## src/rtl/qmod_pkg.sv

```systemverilog
package qmod_pkg;

    typedef enum logic [1:0] {
        CAR_BYPASS  = 2'b00,
        CAR_HALF    = 2'b01,
        CAR_QUARTER = 2'b10,
        CAR_RSVD    = 2'b11
    } carrier_e;

    typedef enum logic [1:0] {
        PH0 = 2'd0,
        PH1 = 2'd1,
        PH2 = 2'd2,
        PH3 = 2'd3
    } phase_e;

    typedef enum logic [1:0] {
        K_ZERO = 2'd0,
        K_POS  = 2'd1,
        K_NEG  = 2'd2
    } coef_e;

    function automatic coef_e coef_flip(coef_e k);
        case (k)
            K_POS:   return K_NEG;
            K_NEG:   return K_POS;
            default: return K_ZERO;
        endcase
    endfunction

endpackage

```

## src/rtl/qmod_rate_dec.sv

```systemverilog
module qmod_rate_dec #(
    parameter int IW = 2,
    parameter int RW = 3
) (
    input  logic [IW-1:0] interp,
    output logic [RW-1:0] rate_sel
);
    localparam int TOP_IDX = RW - 1;

    logic [IW-1:0] idx;

    always_comb begin
        if (int'(interp) > TOP_IDX) begin
            idx = IW'(TOP_IDX);
        end else begin
            idx = interp;
        end
        rate_sel = RW'(1) << idx;
    end

endmodule

```

## src/rtl/qmod_phase_fsm.sv

```systemverilog
module qmod_phase_fsm
    import qmod_pkg::*;
(
    input  logic     clk,
    input  logic     rst_n,
    input  carrier_e mode,
    input  logic     sin_neg,
    input  logic     adv,
    output coef_e    k_cos,
    output coef_e    k_sin
);
    carrier_e mode_q;
    logic     neg_q;
    phase_e   st_q;
    phase_e   st_eff;
    phase_e   st_nxt;
    logic     cfg_chg;
    coef_e    raw_sin;

    assign cfg_chg = (mode != mode_q) || (sin_neg != neg_q);
    assign st_eff  = cfg_chg ? PH0 : st_q;

    // state register
    always_ff @(posedge clk or negedge rst_n) begin
        if (!rst_n) begin
            st_q   <= PH0;
            mode_q <= CAR_BYPASS;
            neg_q  <= 1'b0;
        end else begin
            st_q   <= st_nxt;
            mode_q <= mode;
            neg_q  <= sin_neg;
        end
    end

    // next state: advance, hold or clear
    always_comb begin
        st_nxt = st_eff;
        if (adv) begin
            unique case (st_eff)
                PH0: st_nxt = (mode == CAR_HALF || mode == CAR_QUARTER) ? PH1 : PH0;
                PH1: st_nxt = (mode == CAR_QUARTER) ? PH2 : PH0;
                PH2: st_nxt = (mode == CAR_QUARTER) ? PH3 : PH0;
                PH3: st_nxt = PH0;
            endcase
        end
    end

    // outputs: carrier coefficients of the effective phase
    always_comb begin
        k_cos   = K_POS;
        raw_sin = K_ZERO;
        if (mode == CAR_QUARTER) begin
            unique case (st_eff)
                PH0: begin k_cos = K_POS;  raw_sin = K_ZERO; end
                PH1: begin k_cos = K_ZERO; raw_sin = K_POS;  end
                PH2: begin k_cos = K_NEG;  raw_sin = K_ZERO; end
                PH3: begin k_cos = K_ZERO; raw_sin = K_NEG;  end
            endcase
        end else if (mode == CAR_HALF) begin
            k_cos   = (st_eff == PH0) ? K_POS : K_NEG;
            raw_sin = k_cos;
        end
        k_sin = sin_neg ? coef_flip(raw_sin) : raw_sin;
    end


    phase_hold_chk: assert property (@(posedge clk) disable iff (!rst_n)
        (!adv && !cfg_chg) |=> (st_q == $past(st_q)));


    phase_clear_chk: assert property (@(posedge clk) disable iff (!rst_n)
        (cfg_chg && !adv) |=> (st_q == PH0));


    half_alt_chk: assert property (@(posedge clk) disable iff (!rst_n)
        (mode == CAR_HALF && adv && !cfg_chg && st_q == PH0) |=> (st_q == PH1));


    quarter_wrap_chk: assert property (@(posedge clk) disable iff (!rst_n)
        (mode == CAR_QUARTER && adv && !cfg_chg && st_q == PH3) |=> (st_q == PH0));

endmodule

```

## src/rtl/qmod_mixer.sv

```systemverilog
module qmod_mixer
    import qmod_pkg::*;
#(
    parameter int DW = 12
) (
    input  logic          clk,
    input  logic          rst_n,
    input  logic          in_valid,
    input  logic [DW-1:0] smp_i,
    input  logic [DW-1:0] smp_q,
    input  coef_e         k_cos,
    input  coef_e         k_sin,
    output logic          out_valid,
    output logic [DW-1:0] out_a,
    output logic [DW-1:0] out_b
);
    localparam int EW = DW + 1;
    localparam int SW = DW + 2;

    function automatic logic [EW-1:0] scale(logic [DW-1:0] x, coef_e k);
        logic [EW-1:0] ext;
        ext = {x[DW-1], x};
        case (k)
            K_POS:   return ext;
            K_NEG:   return -ext;
            default: return '0;
        endcase
    endfunction

    function automatic logic [DW-1:0] clamp(logic [SW-1:0] v);
        if ((&v[SW-1:DW-1]) || !(|v[SW-1:DW-1])) begin
            return v[DW-1:0];
        end else if (v[SW-1]) begin
            return {1'b1, {(DW-1){1'b0}}};
        end else begin
            return {1'b0, {(DW-1){1'b1}}};
        end
    endfunction

    logic [EW-1:0] i_c, q_s, i_s, q_c;
    logic [SW-1:0] sum_a, sum_b;

    always_comb begin
        i_c   = scale(smp_i, k_cos);
        q_s   = scale(smp_q, k_sin);
        i_s   = scale(smp_i, k_sin);
        q_c   = scale(smp_q, k_cos);
        sum_a = {i_c[EW-1], i_c} - {q_s[EW-1], q_s};
        sum_b = {i_s[EW-1], i_s} + {q_c[EW-1], q_c};
    end

    always_ff @(posedge clk or negedge rst_n) begin
        if (!rst_n) begin
            out_valid <= 1'b0;
            out_a     <= '0;
            out_b     <= '0;
        end else begin
            out_valid <= in_valid;
            if (in_valid) begin
                out_a <= clamp(sum_a);
                out_b <= clamp(sum_b);
            end
        end
    end


    out_hold_chk: assert property (@(posedge clk) disable iff (!rst_n)
        !in_valid |=> ($stable(out_a) && $stable(out_b)));


    valid_follow_chk: assert property (@(posedge clk) disable iff (!rst_n)
        in_valid |=> out_valid);


    valid_idle_chk: assert property (@(posedge clk) disable iff (!rst_n)
        !in_valid |=> !out_valid);


    pass_through_chk: assert property (@(posedge clk) disable iff (!rst_n)
        (in_valid && k_cos == K_POS && k_sin == K_ZERO)
        |=> (out_a == $past(smp_i) && out_b == $past(smp_q)));

endmodule

```

## src/rtl/qmod_datapath.sv

```systemverilog
module qmod_datapath
    import qmod_pkg::*;
#(
    parameter int DW = 12,
    parameter int IW = 2,
    parameter int RW = 3
) (
    input  logic          clk,
    input  logic          rst_n,
    input  logic [1:0]    cfg_carrier,
    input  logic          cfg_sin_neg,
    input  logic          cfg_offset_bin,
    input  logic [IW-1:0] cfg_interp,
    input  logic          in_valid,
    input  logic [DW-1:0] in_i,
    input  logic [DW-1:0] in_q,
    output logic          out_valid,
    output logic [DW-1:0] out_a,
    output logic [DW-1:0] out_b,
    output logic [RW-1:0] rate_sel
);
    logic [DW-1:0] tc_i, tc_q;
    coef_e         k_cos, k_sin;
    carrier_e      mode;

    assign mode = carrier_e'(cfg_carrier);
    assign tc_i = {in_i[DW-1] ^ cfg_offset_bin, in_i[DW-2:0]};
    assign tc_q = {in_q[DW-1] ^ cfg_offset_bin, in_q[DW-2:0]};

    qmod_rate_dec #(.IW(IW), .RW(RW)) rate_i (
        .interp   (cfg_interp),
        .rate_sel (rate_sel)
    );

    qmod_phase_fsm phase_i (
        .clk     (clk),
        .rst_n   (rst_n),
        .mode    (mode),
        .sin_neg (cfg_sin_neg),
        .adv     (in_valid),
        .k_cos   (k_cos),
        .k_sin   (k_sin)
    );

    qmod_mixer #(.DW(DW)) mix_i (
        .clk       (clk),
        .rst_n     (rst_n),
        .in_valid  (in_valid),
        .smp_i     (tc_i),
        .smp_q     (tc_q),
        .k_cos     (k_cos),
        .k_sin     (k_sin),
        .out_valid (out_valid),
        .out_a     (out_a),
        .out_b     (out_b)
    );


    rate_onehot_chk: assert property (@(posedge clk) disable iff (!rst_n)
        $onehot(rate_sel));


    rate_cap_chk: assert property (@(posedge clk) disable iff (!rst_n)
        (int'(cfg_interp) >= RW - 1) |-> rate_sel[RW-1]);

endmodule

```

## config.mk

```make
export PLATFORM = sky130hd
export DESIGN_NAME = qmod_datapath
export DESIGN_NICKNAME = d
export VERILOG_FILES = /design/src/rtl/qmod_pkg.sv /design/src/rtl/qmod_rate_dec.sv /design/src/rtl/qmod_phase_fsm.sv /design/src/rtl/qmod_mixer.sv /design/src/rtl/qmod_datapath.sv
export SDC_FILE = /design/constraint.sdc
export NUM_CORES = 1
export LEC_CHECK = 0
export BUFFER_PORTS_ARGS = -buffer_cell sky130_fd_sc_hd__buf_2
export CORE_MARGIN = 2
export CORE_UTILIZATION = 63
export CTS_CLUSTER_SIZE = 8
export DETAILED_ROUTE_END_ITERATION = 6
export PLACE_DENSITY_LB_ADDON = 0.15
export SLEW_MARGIN = 20
export SYNTH_ARGS = -nofsm -noshare
export SYNTH_HDL_FRONTEND = slang
export SYNTH_SLANG_ARGS = --single-unit
```

## constraint.sdc

```tcl
create_clock -name clk -period 7.3 [get_ports clk]
set_input_delay 1.46 -clock clk [delete_from_list [all_inputs] [get_ports clk]]
set_output_delay 1.46 -clock clk [all_outputs]
set_load 0.05 [all_outputs]
```

### Word level (Yosys, flattened, before mapping)

Cells that the tools add are included.
W data, S select, Z words.

| word-level totals | value |
|---|---|
| flip-flop bits (word level) | 30 |
| bits of input ports | 33 |

| operators by class | value |
|---|---|
| add/subtract/negate cells | 4 |
| order comparisons | 1 |
| equal/unequal tests | 13 |
| shift operators | 1 |
| mux-type cells | 24 |
| bitwise gates (word level) | 2 |
| reduce and logical (&&, ||, !) cells | 13 |

Operator list:

| kind | count |
|---|---|
| $pmux W13 S2 | 4 |
| $mux W12 | 4 |
| $neg A13 Y13 | 2 |
| $mux W2 | 11 |
| $add A13 B13 Y14 | 1 |
| $sub A13 B13 Y14 | 1 |
| $eq A2 B2 Y1 const B | 6 |
| $pmux W2 S3 | 2 |
| $eq A2 B1 Y1 const B | 5 |
| $pmux W2 S4 | 1 |
| $reduce_and A3 Y1 | 2 |
| $reduce_or A3 Y1 | 2 |
| $logic_or A1 B1 Y1 | 4 |
| $pmux W2 S2 | 1 |
| $reduce_or A2 Y1 | 2 |
| $shl A1 B2 Y3 const A | 1 |
| $gt A2 B2 Y1 const B | 1 |
| $logic_not A1 Y1 | 2 |
| $logic_not A2 Y1 | 1 |
| $ne A2 B2 Y1 | 1 |
| $xor A1 B1 Y1 | 2 |
| $mux W1 | 1 |
| $ne A1 B1 Y1 | 1 |

### Depth between registers and ports, before layout

Gate-level depths: netlist (run 1).

| logic depth | value |
|---|---|
| word-level depth | 17 |
| mapped depth | 23 |
| depth with buffers taken out | 20 |

### Modules after synthesis

Synthesis (run 1) repeated with hierarchy kept, for this count alone.

| unflattened totals | value |
|---|---|
| cells, all modules | 487 |
| area, all modules | 3856.2 µm² |

By module, submodules not included:

| module | instances | cells each | area an instance (µm²) |
|---|---|---|---|
| qmod_mixer | 1 | 441 | 3434.5 |
| qmod_phase_fsm | 1 | 41 | 390.4 |
| qmod_datapath | 1 | 2 | 17.5 |
| qmod_rate_dec | 1 | 3 | 13.8 |

### Worst setup path before layout (run 1)

Ideal clock, no wire load.

| path | value |
|---|---|
| kind | input-to-reg |
| from | input cfg_carrier[0] |
| to | register mix_i.out_a[10] |
| arrival | 5.198 ns |
| data required time | 7.154 ns |
| slack | 1.956 ns |
| cell stages on the path | 22 |
| path buffers | 3 |
| path through | inv_1 ha_1 inv_1 and3_1 o21ai_0 a21oi_1 a31o_2 inv_1 ha_1 clkbuf_1 clkbuf_1 a22oi_1 or2_2 ha_1 o21a_1 o211ai_1 a31o_1 a31o_2 xnor2_1 a211oi_1 clkbuf_1 a311oi_1 |

| on the way | value |
|---|---|
| word-level cells in the longest chain between the ends | 17 |

Ends and longest elaborated chain:

| what | RTL line | source |
|---|---|---|
| start: declaration | qmod_datapath.sv:10 | `input logic [1:0] cfg_carrier,` |
| $ne A2 B2 Y1 | qmod_phase_fsm.sv:20 | `assign cfg_chg = (mode != mode_q) \|\| (sin_neg != neg_q);` |
| $logic_or A1 B1 Y1 | qmod_phase_fsm.sv:20 |  |
| $mux W2 | qmod_phase_fsm.sv:21 | `assign st_eff = cfg_chg ? PH0 : st_q;` |
| $eq A2 B2 Y1 / $logic_not A2 Y1 (equally long branches) | qmod_phase_fsm.sv:54, qmod_phase_fsm.sv:61 |  |
| $reduce_or A2 Y1 (no source line) / $mux W2 (equally long branches) | -- |  |
| $pmux W2 S3 / $mux W2 (equally long branches) | qmod_phase_fsm.sv:54, qmod_phase_fsm.sv:60 |  |
| $mux W2 | qmod_phase_fsm.sv:53 | `if (mode == CAR_QUARTER) begin` |
| $eq A2 B2 Y1 / $eq A2 B1 Y1 (equally long branches) | qmod_pkg.sv:24 | `case (k)` |
| $pmux W2 S2 | qmod_pkg.sv:24 |  |
| $mux W2 | qmod_phase_fsm.sv:64 | `k_sin = sin_neg ? coef_flip(raw_sin) : raw_sin;` |
| $eq A2 B2 Y1 / $eq A2 B1 Y1 (equally long branches) | qmod_mixer.sv:23 | `case (k)` |
| $pmux W13 S2 | qmod_mixer.sv:23 |  |
| $sub A13 B13 Y14 * | qmod_mixer.sv:48 | `sum_a = {i_c[EW-1], i_c} - {q_s[EW-1], q_s};` |
| $reduce_or A3 Y1 | qmod_mixer.sv:31 | `if ((&v[SW-1:DW-1]) \|\| !(\|v[SW-1:DW-1])) begin` |
| $logic_not A1 Y1 | qmod_mixer.sv:31 |  |
| $logic_or A1 B1 Y1 | qmod_mixer.sv:31 |  |
| $mux W12 * | qmod_mixer.sv:31 |  |
| end signal: assignment | qmod_mixer.sv:60 | `out_a <= clamp(sum_a);` |
| end: declaration | qmod_mixer.sv:14 | `output logic [DW-1:0] out_a,` |

Every way passes the cells marked *; elsewhere a longest branch is shown, timed or not.
A chain may end at the register's enable or synchronous reset.

### Worst setup path after layout (run 1)

| path | value |
|---|---|
| from | input cfg_sin_neg |
| to | register mix_i.out_b[2] |

| on the way | value |
|---|---|
| word-level cells in the longest chain between the ends | 17 |

Ends and longest elaborated chain:

| what | RTL line | source |
|---|---|---|
| start: declaration | qmod_datapath.sv:11 | `input logic cfg_sin_neg,` |
| $ne A1 B1 Y1 | qmod_phase_fsm.sv:20 |  |
| $logic_or A1 B1 Y1 | qmod_phase_fsm.sv:20 |  |
| $mux W2 | qmod_phase_fsm.sv:21 |  |
| $eq A2 B2 Y1 / $logic_not A2 Y1 (equally long branches) | qmod_phase_fsm.sv:54, qmod_phase_fsm.sv:61 |  |
| $reduce_or A2 Y1 (no source line) / $mux W2 (equally long branches) | -- |  |
| $pmux W2 S3 / $mux W2 (equally long branches) | qmod_phase_fsm.sv:54, qmod_phase_fsm.sv:60 |  |
| $mux W2 | qmod_phase_fsm.sv:53 |  |
| $eq A2 B2 Y1 / $eq A2 B1 Y1 (equally long branches) | qmod_pkg.sv:24 |  |
| $pmux W2 S2 | qmod_pkg.sv:24 |  |
| $mux W2 | qmod_phase_fsm.sv:64 |  |
| $eq A2 B2 Y1 / $eq A2 B1 Y1 (equally long branches) | qmod_mixer.sv:23 |  |
| $pmux W13 S2 | qmod_mixer.sv:23 |  |
| $add A13 B13 Y14 * | qmod_mixer.sv:49 | `sum_b = {i_s[EW-1], i_s} + {q_c[EW-1], q_c};` |
| $reduce_or A3 Y1 | qmod_mixer.sv:31 |  |
| $logic_not A1 Y1 | qmod_mixer.sv:31 |  |
| $logic_or A1 B1 Y1 | qmod_mixer.sv:31 |  |
| $mux W12 * | qmod_mixer.sv:31 |  |
| end signal: assignment | qmod_mixer.sv:61 | `out_b <= clamp(sum_b);` |
| end: declaration | qmod_mixer.sv:15 | `output logic [DW-1:0] out_b` |

Marks and branches as above.

==> metrics.cfg, run 1 <==
[final_layout]
final_cell_mix = nor2_1 (70), buf_2 (60), a22oi_1 (41)
layout-drive-gt1-share_pct = 18.4
final_net_count = 590
area_growth_pct = 10.3
final_common_cell = nor2_1
n_antenna_cell = 0

[cts]
clockRootBuffer = clkbuf_8
cts_tree = yes
cts_sinks = 30
cts_max_level = 2
cts_resized = 0
cts_buffer_depth = 2
cts_hold_buffers = 0
cts_setup_buffers = 0
clock_latency_ns = 0.29
cts_buffers = 5
path_clk_slew_ns = 0.06

[critical_path]
critPathArrivalTime_ns = 5.89
critPathKind = primary input to flip-flop
path_buf_inv = 2
worst_path_max_delay_cell = o311a_1
crit_chain = buf_2, xnor2_1, and3_1, o21ai_0, o21bai_1, a21oi_1, inv_1, ha_1, nor2_1, nor3_1, ha_1, fa_1, a211oi_1, o211ai_2, nand3_1, a21boi_0, o21a_1, o311a_1, a311oi_1
cpMostUsedCell = ha_1
crit_family = compound AO/OA/AOI/OAI gates
rrSetupSlack_ns = 2.50
cp_max_fo = 23
r2r-end = mix_i.out_b[2]
r2r_start = phase_i.mode_q[1]
start_kind = primary input
worstPathRequired_ns = 7.48
r2r_cells = 18
cpPeakStageDelay_ns = 0.49
end_kind = flip-flop

[logic_synthesis]
yosys.area.top_type = dfrtp_1
netlist_area_mm2 = 0.00371
syn_inst = 479
synth_edf_count = 0
synth-seq-area-share_pct = 20.3
ys_top_cells_by_area = dfrtp_1 (20%), ha_1 (11%), a22oi_1 (8.3%), nor2_1 (7.1%), xnor2_1 (5.7%)
avgSynthCellArea_um2 = 7.74
async_flop_share_pct = 100
synth_seq_cells = 30
synth-warning-count = 0
synth_fp_nets = 548
ys.flop_type = dfrtp_1
netlist.area_leader.share_pct = 20.3
yosysUniqueCellTypes = 55

[timing]
fin_tns_setup_ns = 0
fin_crit_sh_pct = 78.2
slew_headroom_pct = 41.6
clock_skew_ns = 0.00711
setup_viol = 0
rsz0062_at_grt = false
fmax_mhz = 175
hold_viol = 0
holdWs_ns = 0.526
slew_viol_final = 0
tightestPinTransition_ns = 0.875
fin_crit_ns = 5.71

[placed_design]
portBuffers = 60
place.gp.congestion = 0.947
hpwl_um = 7040

[flow_run]
drv_cap = 0

[power]
leakage_nw = 1.77
power_density_mw_per_mm2 = 204
peakVddDrop_v = 0.000156

[status]
outcome = finished, final reports clean

[routing]
drt_pass1_iterations = 5
viasPerCell = 6.34
drc = 0
vias = 3760
routed_wirelength_um = 9130
first_iter_violations = 262
ant_nets = 0
wl_per_cell_um = 15.4

[floorplan]
rows = 27
die_w_um = 80.7
core_area_mm2 = 0.00561
boundaryPins = 61
initial_utilization_pct = 66.1
die-area_mm2 = 0.00651
die_h_um = 80.7

[grt]
grt_max_degree = 54
grt_pass1_vias = 3274
grtUsageTotal_pct = 29.8
overflow = 0
grt_antenna_before_repair = 0
grt_pass1_wl_um = 15500

[hold_path]
min-delay-start = mix_i.out_a[11]
hold_path_depth = 2
hold_path_end = mix_i.out_a[11]
min-delay-path-class = flip-flop to flip-flop

[flip-flops by register name, summed over array words and instances, names as in the netlist]
register         cells
phase_i.mode_q       2
mix_i.out_a         12
phase_i.neg_q        1
phase_i.st_q         2
mix_i.out_valid      1
mix_i.out_b         12
[layout make-up]
cell class / count / area (µm²)
repair buffers: 65 / 338
multi-input cells: 397 / 2750
flip-flops and latches: 30 / 751
inverters: 22 / 82.6
fillers: 485 / 1520
well taps: 72 / 90.1
clock inverters: 2 / 10.0
clock buffers: 5 / 68.8
[tightest hold or removal path: stages (launching register included)]
cell and delay [ns]:
dfrtp_1 0.34, nor2_1 0.05, a21oi_1 0.10
[kinds of logic after synthesis]
family | synth area share, %
mux | 1.11
compound gates | 28.7
fa+ha+maj | 12.6
xor+xnor | 10.2
buf+inv | 5.60
flops | 20.3
simple gates | 21.6
[metrics by stage]
stage	cells	power, W	instance area [µm²]	util [%]	worst slack (ns)
detailed placement	586	0.000705	4010	71.5	1.38
CTS	593	0.000836	4090	72.9	1.66
global placement	586	0.000697	4010	71.5	1.52
floorplan	479	0.000596	3710	-	1.96
finish	593	0.000836	4090	72.9	1.59
global route	593	0.000891	4090	72.9	1.14
[per-layer routing]
metal  track usage [%]  vias up  wire length (µm)
met5                 0        -                 0
met1              43.4     1756              4290
met2              48.6      165              4070
met4              6.78        0               119
met3              1.91       13               658
li1                  -     1826                 -
[cell usage after synthesis (4+ instances only)]
master    count
a21o_1       10
a21oi_1      29
a22oi_1      41
a311oi_1     21
a31oi_1       6
buf_2         4
clkbuf_1     24
dfrtp_1      30
ha_1         34
inv_1        22
nand2_1      36
nand2b_1      6
nand3_1      12
nor2_1       70
nor2b_1       7
nor3_1        7
o211ai_1      4
o21ai_0      10
or2_2        11
xnor2_1      24
xor2_1       19
[power by group]
| part | total (W) | switching [W] | internal, W |
|---|---|---|---|
| Sequential | 0.000232 | 0.0000220 | 0.000211 |
| Clock | 0.000131 | 0.0000670 | 0.0000639 |
| Combinational | 0.000472 | 0.000330 | 0.000142 |
| Total | 0.000836 | 0.000419 | 0.000416 |
[worst max path at each step]
stage	startpoint	endpoint	cells after the start
2_1_floorplan	cfg_carrier[0]	mix_i.out_a[10]	22
3_3_place_gp	cfg_sin_neg	mix_i.out_a[1]	17
3_5_place_dp	cfg_sin_neg	mix_i.out_b[0]	19
4_1_cts	cfg_sin_neg	mix_i.out_b[2]	19
5_1_grt	cfg_sin_neg	mix_i.out_a[4]	17
6_report	cfg_sin_neg	mix_i.out_b[2]	19
Note: power is estimated with default switching activity, not from simulation.
==> inputs of run 2 (changes only) <==
--- a/config.mk
+++ b/config.mk
@@ -7,7 +7,7 @@
 export LEC_CHECK = 0
 export BUFFER_PORTS_ARGS = -buffer_cell sky130_fd_sc_hd__buf_2
 export CORE_MARGIN = 2
-export CORE_UTILIZATION = 63
+export CORE_UTILIZATION = 53
 export CTS_CLUSTER_SIZE = 8
 export DETAILED_ROUTE_END_ITERATION = 6
 export PLACE_DENSITY_LB_ADDON = 0.15
==> constraint.sdc (replaced) <==
create_clock -name clk -period 5.2 [get_ports clk]
set_input_delay 1.04 -clock clk [delete_from_list [all_inputs] [get_ports clk]]
set_output_delay 1.04 -clock clk [all_outputs]
set_load 0.05 [all_outputs]
==> run 2 against run 1 <==
  * Worst setup slack got worse by 1.4 ns
  * Utilization decreased by 9.3 points
  * Die area increased by 18%
  * Non-clock buffer count increased by 23
  * Clock skew increased by 0.0078 ns
  * Total power increased by 46%
  * Wire length increased by 8.9%
  * Critical path depth increased by 1
==> metrics.cfg, run 2 (synthesized netlist as in run 1, its figures left out) <==
[placed_design]
postPlaceCellArea_mm2 = 0.00421  ; +5.1%
portBuffers = 60  ; unchanged
place.gp.congestion = 0.977  ; +3.2%
hpwl_um = 8010  ; +14%
dp_slack_ns = -0.143  ; -1.52 ns
place_inst = 633  ; +8.0%

[critical_path]
r2r_cells = 18  ; unchanged
worstPathRequired_ns = 5.39  ; -2.09 ns
start_kind = primary input
cp_max_fo = 11  ; -52%
end_kind = flip-flop
critPathKind = primary input to flip-flop
critPathArrivalTime_ns = 5.16  ; -0.73 ns

[timing]
setup_viol = 0  ; unchanged
rsz0062_at_grt = false
finalWorstSetupSlack_ns = 0.226  ; -1.36 ns
tightestPinTransition_ns = 0.682  ; -0.194 ns
fin_tns_setup_ns = 0  ; unchanged
clock_skew_ns = 0.0150  ; +0.00785 ns
slew_headroom_pct = 54.5  ; +13 points
fin_crit_sh_pct = 95.6
slew_viol_final = 0  ; unchanged
fin_crit_ns = 4.97
hold_viol = 0  ; unchanged
fmax_mhz = 201

[status]
outcome = finished, final reports clean

[final_layout]
area_growth_pct = 16.6
layout-drive-gt1-share_pct = 23.1  ; +4.7 points
final_area_mm2 = 0.00432  ; +5.7%
seq_area_um2 = 751  ; unchanged
n_antenna_cell = 0  ; unchanged
reg.largest.list = mix_i.out_a x12, mix_i.out_b x12
final_cell_mix = nor2_1 (70), buf_2 (60), a22oi_1 (41)
multi_input_area_mm2 = 0.00277  ; +0.64%
fillers = 626  ; +29%
final_net_count = 613  ; +3.9%
final_common_cell = nor2_1
layoutNonFillerInstCount = 641  ; +8.1%

[cts]
path_clk_slew_ns = 0.07  ; about the same
cts_tree = yes
cts_max_level = 2  ; unchanged
cts_buffers = 5  ; unchanged
cts_sinks = 30  ; unchanged
clock_latency_ns = 0.29  ; about the same
cts_buffer_depth = 2  ; unchanged
clockRootBuffer = clkbuf_8
cts_setup_buffers = 0  ; unchanged

[grt]
grt_antenna_before_repair = 0  ; unchanged
grtUsageTotal_pct = 26.1  ; -3.7 points
grt_pass1_wl_um = 16100  ; +3.8%
grt_max_degree = 36  ; -33%
overflow = 0  ; unchanged
grt_pass1_vias = 3361  ; +2.7%

[routing]
route.met3.wl_um = 554  ; -16%
wl_met2_um = 4400  ; +8.1%
drc = 0  ; unchanged
wl_per_cell_um = 15.5  ; +0.78%
top_layer = met4
routed_wirelength_um = 9950  ; +8.9%
vias = 3804  ; +1.2%
first_iter_violations = 291  ; +11%
drt_pass1_iterations = 5  ; unchanged
wl_met1_um = 4770  ; +11%
ant_nets = 0  ; unchanged
viasPerCell = 5.93  ; -6.4%

[hold_path]
hold_path_depth = 1  ; -1
min-delay-path-class = flip-flop to flip-flop

[power]
power_density_mw_per_mm2 = 283  ; +38%
peakVddDrop_v = 0.0000944  ; -40%
p_total_w = 0.00122  ; +46%
leakage_nw = 1.87  ; +6.0%

[floorplan]
die_h_um = 87.6  ; +8.6%
rows = 30  ; +11%
boundaryPins = 61  ; unchanged
die_w_um = 87.6  ; +8.6%
initial_utilization_pct = 54.5  ; -12 points
die-area_mm2 = 0.00768  ; +18%
core_area_mm2 = 0.00679  ; +21%

[flow_run]
drv_cap = 0  ; unchanged

[run 2: through the flow]
step	hold WS [ns]	utilization (%)
after CTS	0.509	63.3
after global routing	0.547	63.6
after global placement	0.492	62.0
after detailed placement	0.493	62.0
after floorplan	0.576	-
final	0.507	63.6
[run 2: where the power goes]
group | internal [W] | switching, W
Sequential | 0.000295 | 0.0000316
Clock | 0.000107 | 0.0000961
Combinational | 0.000217 | 0.000476
[run 2: what timing repair did]
item,4_1_cts,5_1_grt
setup endpoints to repair,0,22
hold buffers,0,0
resized for setup,0,7
[run 2: layout make-up]
cell class / instances / share of cell area (%)
Clock inverter: 1 / 0.116
Tap cell: 96 / 2.78
Timing Repair Buffer: 88 / 11.8
Multi-Input combinational cell: 397 / 64.0
Sequential cell: 30 / 17.4
Inverter: 22 / 1.91
Clock buffer: 7 / 2.00
[run 2: worst max-delay path, stage by stage]
cell      delay (ns)
buf_2           0.12
inv_1           0.05
ha_1            0.22
nor2_1          0.23
nand3_1         0.11
a31oi_1         0.25
a21o_1          0.14
inv_1           0.05
ha_2            0.37
o21bai_1        0.16
nor2_1          0.07
ha_1            0.20
fa_1            0.43
a211oi_1        0.38
o211ai_2        0.15
nand3_1         0.12
a21boi_0        0.12
o21a_1          0.19
o311a_2         0.50
a311oi_1        0.26
[run 2: path summary, 6_finish.rpt]
kind / startpoint / endpoint / slack (ns)
worst max-delay path: cfg_carrier[0] / mix_i.out_b[0] / 0.23
worst min-delay path: mix_i.out_b[11] / mix_i.out_b[11] / 0.51
min in group asynchronous: rst_n / phase_i.st_q[1] / 0.78
worst max register to register: phase_i.neg_q / mix_i.out_b[0] / 0.72
worst min register to register: mix_i.out_b[11] / mix_i.out_b[11] / 0.51
max in group asynchronous: rst_n / mix_i.out_b[0] / 3.97
[run 2: routing by layer]
metal	track usage (%)	up-vias
met2	40.4	131
met5	0	-
met3	3.39	25
met4	7.97	0
li1	-	1876
met1	37.8	1772
